==> config.mk <==
export PLATFORM = sky130hd
export DESIGN_NAME = cs_edge_detect
export DESIGN_NICKNAME = d
export VERILOG_FILES = /design/src/rtl/cs_edge_detect.sv
export SDC_FILE = /design/constraint.sdc
export NUM_CORES = 1
export LEC_CHECK = 0
export BUFFER_PORTS_ARGS = -buffer_cell sky130_fd_sc_hd__buf_2
export CORE_AREA = 2 2 39 41
export DETAILED_ROUTE_END_ITERATION = 8
export DIE_AREA = 0 0 41 43
export PLACE_DENSITY = 0.41
export SETUP_SLACK_MARGIN = 0.4
export SLEW_MARGIN = 20
export SYNTH_ARGS = -nofsm -noshare
export SYNTH_HDL_FRONTEND = slang
export SYNTH_SLANG_ARGS = --single-unit
==> constraint.sdc <==
create_clock -name clk -period 0.9 [get_ports clk]
set_input_delay 0.18 -clock clk [delete_from_list [all_inputs] [get_ports clk]]
set_output_delay 0.18 -clock clk [all_outputs]
set_load 0.005 [all_outputs]
==> src/rtl/cs_edge_detect.sv <==
module cs_edge_detect #(
  parameter int SYNC_STAGES = 2
) (
  input  logic clk,
  input  logic rst,
  input  logic cs_n_async,
  input  logic flag_clr,
  output logic frame_start,
  output logic frame_end,
  output logic cs_n_sync,
  output logic start_flag
);

  localparam int MSB = SYNC_STAGES - 1;

  logic [MSB:0] sync_q;
  logic         hist_q;
  logic         start_q, end_q, flag_q;

  assign cs_n_sync   = sync_q[MSB];
  assign frame_start = start_q;
  assign frame_end   = end_q;
  assign start_flag  = flag_q;

  always_ff @(posedge clk) begin
    if (rst) begin
      sync_q  <= '1;
      hist_q  <= 1'b1;
      start_q <= 1'b0;
      end_q   <= 1'b0;
    end else begin
      sync_q  <= {sync_q[MSB-1:0], cs_n_async};
      hist_q  <= sync_q[MSB];
      start_q <= hist_q & ~sync_q[MSB];
      end_q   <= ~hist_q & sync_q[MSB];
    end
  end

  always_ff @(posedge clk) begin
    if (rst)          flag_q <= 1'b0;
    else if (start_q) flag_q <= 1'b1;
    else if (flag_clr) flag_q <= 1'b0;
  end

  logic in_frame_q;
  always_ff @(posedge clk) begin
    if (rst)              in_frame_q <= 1'b0;
    else if (frame_start) in_frame_q <= 1'b1;
    else if (frame_end)   in_frame_q <= 1'b0;
  end

  AST_START_ONE_CYCLE: assert property (@(posedge clk) disable iff (rst) frame_start |=> !frame_start);
  AST_END_ONE_CYCLE: assert property (@(posedge clk) disable iff (rst) frame_end |=> !frame_end);
  AST_NO_BOTH: assert property (@(posedge clk) disable iff (rst) !(frame_start && frame_end));
  AST_START_AFTER_FALL: assert property (@(posedge clk) disable iff (rst) frame_start |-> (!$past(cs_n_sync) && $past(cs_n_sync, 2)));
  AST_END_AFTER_RISE: assert property (@(posedge clk) disable iff (rst) frame_end |-> ($past(cs_n_sync) && !$past(cs_n_sync, 2)));
  AST_ALTERNATE_START: assert property (@(posedge clk) disable iff (rst) frame_start |-> !in_frame_q);
  AST_ALTERNATE_END: assert property (@(posedge clk) disable iff (rst) frame_end |-> in_frame_q);
  AST_FLAG_SETS: assert property (@(posedge clk) disable iff (rst) frame_start |=> start_flag);
  AST_FLAG_CLEARS: assert property (@(posedge clk) disable iff (rst) (flag_clr && !frame_start) |=> !start_flag);

endmodule

### After elaboration in Yosys (flattened, before gate mapping)

Cells that the tools add are included.

| cells by class | value |
|---|---|
| muxes and demuxes | 2 |
| bitwise gates (word level) | 4 |
| reductions and logical operators | 1 |

Operator list:

| kind | count |
|---|---|
| 1-bit AND | 2 |
| 1-bit 2-to-1 mux | 2 |
| 1-bit NOT | 2 |
| 2-bit nonzero test | 1 |

| storage, ports and cells | value |
|---|---|
| register bits after elaboration | 6 |

### Depth between registers and ports, before layout

| depth | value |
|---|---|
| depth in word-level cells | 2 |
| depth in mapped cells | 2 |

### Worst setup path before layout

Ideal clock, no wire load.

| path | value |
|---|---|
| path kind | reg2reg |
| start point | register sync_q[1] |
| end point | register start_q (netlist: frame_start) |
| setup time | 0.062 ns |
| arrival | 0.610 ns |
| data required time | 0.838 ns |
| slack | 0.228 ns |
| cell stages (with the launch flop) | 3 |
| clock period less this slack | 0.672 ns |
| cell sequence | dfxtp_1 > or2_4 > nor2_2 |

| between the ends | value |
|---|---|
| cells in the longest elaborated chain, start to end | 2 |

Ends and longest elaborated chain:

| item | line | text |
|---|---|---|
| from (decl) | 16 | `logic [MSB:0] sync_q;` |
| from (signal assigned) | 32 | `sync_q <= {sync_q[MSB-1:0], cs_n_async};` |
| 1-bit NOT | 34 | `start_q <= hist_q & ~sync_q[MSB];` |
| 1-bit AND | 34 |  |
| to (signal assigned) | 34 |  |
| to (decl) | 18 | `logic start_q, end_q, flag_q;` |

No other way between the ends.
A chain may end at the register's enable or synchronous reset.

### Final worst setup path

| path | value |
|---|---|
| start point | register sync_q[1] |
| end point | output cs_n_sync |

RTL lines:

| item | line | text |
|---|---|---|
| to (decl) | 10 | `output logic cs_n_sync,` |

No word-level cell between the ends.

==> results.ini <==
[cells_and_area]
design_area_um2=275
drive_gt1_share_pct=69.2
multiInputGateArea_um2=51.3
nFillCells=156
nets=32
num_antenna_cells=0
seq_area_um2=125
area_delta_synth_final_pct=58.3

[place]
routabilityCongestion=0.531
dpl_cell_area_um2=236
portBuffers=7

[power_and_ir_drop]
finalPower_mw=0.543
peakVddDrop_uv=546
pwr-share-clk_pct=43.9
seqPwrFrac_pct=51.4
power.leakage_nw=0.125
p_sw_mw=0.101
p_sw_share_pct=18.5
cell_internal_pwr_mw=0.443
power_frac_comb_pct=4.7
power_per_cell_area_nw_per_um2=1970

[sta]
tightest_slew_ns=0.0998
slew_violations=0
rsz0062_at_grt=yes
finalClockSkew_ns=0.00200
fin_crit_ns=0.849
finalCritPeriodShare_pct=94.3
relSlewSlack_pct=93.3
max_freq_mhz=1180
setup_tns_ns=0
hold_viol=0
setup_viol=0

[flow_run]
maxCapViolations=0

[clocking]
cts_buffer_depth=2
clkSlewWorstSetupHoldPaths_ns=0.04
insertion_delay_ns=0.24
cts_inserted_buffers=3
htree_num_levels=1
cts_root_buf=clkbuf_4
cts_hold_buf=0
clock-sinks=6
cts_tree=done

[synth]
syn_area_per_cell_um2=11.6
async_flop_share_pct=0
yosysWarnings=0
synth_most_common_cell=dfxtp_1
synth_cell_types=8
synth-seq-cells=6
synth_top_area_share_pct=69.1
synth_top_cell_by_area=dfxtp_1
netlist_instances=15
synth_edf_count=0
syn_area_um2=174
yosysSeqAreaShare_pct=69.1
synthTopCellsByCount=6 x dfxtp_1, 2 x inv_1, 2 x or2_1
synth_flop_cell=dfxtp_1
syn_nets=19
synth_area_leaders=dfxtp_1 69%, or2_1 7.2%, or2_4 5.0%, inv_1 4.3%, nor3b_1 4.3%

[grt]
grt-ovfl-total=0
grt_use_total_pct=4.63
antenna_found_initial=0
first_global_vias=124
grt_pass1_wl_um=448
grt_max_degree=6

[critical_path]
arrival_ns=0.67
crit_buf_inv=1
end_kind=output pin
slowest_delay_ns=0.31
startpoint_type=flip-flop
crit_slowest_cell=dfxtp_2
critPathMaxFanout=2
path_delay_family=flip-flops
path_cells=buf_2
ff2ff_setup_slack_ns=0.09
critical_path_class=flip-flop to output pin
worstPathRequired_ns=0.72

[routing]
first_iter_violations=2
wl_per_cell_um=6.55
vias_per_cell=3.12
wirelength_um=275
drt-pass1-iter-count=2
ant_nets=0
via_count=131
post-route-drc-count=0

[die]
dieArea_um2=1760
die_x_um=41
rows=14
start_util_pct=12.6
fp.dieH_um=43
core_um2=1380
ios=8

[status]
status=finished, final reports clean

[worst_hold_path]
hp-class=input port to flip-flop

==> timing repair <==
| item | in CTS | in global routing |
|---|---|---|
| setup buffers | 0 | 1 |
| gates cloned | 0 | 0 |
| pin swaps | 0 | 1 |
| gates resized for setup | 1 | 2 |
| setup endpoints to repair | 9 | 9 |
==> final timing paths <==
path / startpoint / endpoint / cells after the start
min: cs_n_async / sync_q[0] / 2
max reg2reg: sync_q[1] / frame_start / 3
min reg2reg: sync_q[0] / sync_q[1] / 1
max: sync_q[1] / cs_n_sync / 1
==> cell usage in the layout (no fill, tap or decap) <==
| cell type | count |
|---|---|
| buf_2 | 6 |
| dfxtp_2 | 4 |
| clkbuf_4 | 3 |
| inv_1 | 2 |
| or2_1 | 2 |
| dfxtp_1 | 2 |
| or2_4 | 1 |
| nor2_2 | 1 |
| nor3b_2 | 1 |
| nand2b_1 | 1 |
| a21oi_1 | 1 |
| buf_6 | 1 |
| buf_4 | 1 |
==> registers in the layout (all words and copies together), names as in the netlist <==
signal / flops
sync_q: 2
frame_end: 1
start_flag: 1
hist_q: 1
frame_start: 1
==> cell families after synthesis <==
kind of cell	count (synthesis)	synth area share (%)
AND/OR/NAND/NOR	6	23.7
flip-flops	6	69.1
buffers and inverters	2	4.32
AO/OA/AOI/OAI	1	2.87
==> per-layer routing <==
layer	GRT usage [%]	vias to the layer above	wire, um
met5	0	-	0
met4	4.00	0	0
met3	6.28	0	54
met2	5.00	8	103
met1	3.88	55	117
li1	-	68	-
==> metrics by stage <==
step / instances / utilization [%] / hold WS (ns) / setup WS, ns
final: 42 / 19.9 / 0.115 / 0.0515
after global routing: 42 / 19.9 / 0.117 / 0.0188
after CTS: 41 / 18.8 / 0.104 / 0.0327
after detailed placement: 38 / 17.1 / 0.362 / 0.207
after global placement: 38 / 17.1 / 0.359 / 0.218
after floorplan: 15 / - / 0.242 / 0.251
==> area by class of cell <==
type / count / share of cell area [%]
flip-flops and latches: 6 / 45.5
multi-input cells: 7 / 18.6
repair buffers: 8 / 17.7
clock buffers: 3 / 8.18
well taps: 16 / 7.27
inverters: 2 / 2.73
==> power groups by stage <==
| stage | Sequential (mW) | Combinational, mW | Clock [mW] |
|---|---|---|---|
| 6_report | 0.279 | 0.0256 | 0.238 |
| 5_1_grt | 0.280 | 0.0293 | 0.274 |
| 2_1_floorplan | 0.284 | 0.00840 | 0 |
| 3_5_place_dp | 0.284 | 0.0226 | 0 |
| 4_1_cts | 0.279 | 0.0227 | 0.257 |
| 3_3_place_gp | 0.283 | 0.0220 | 0 |
(Power assumes the default switching activity.)
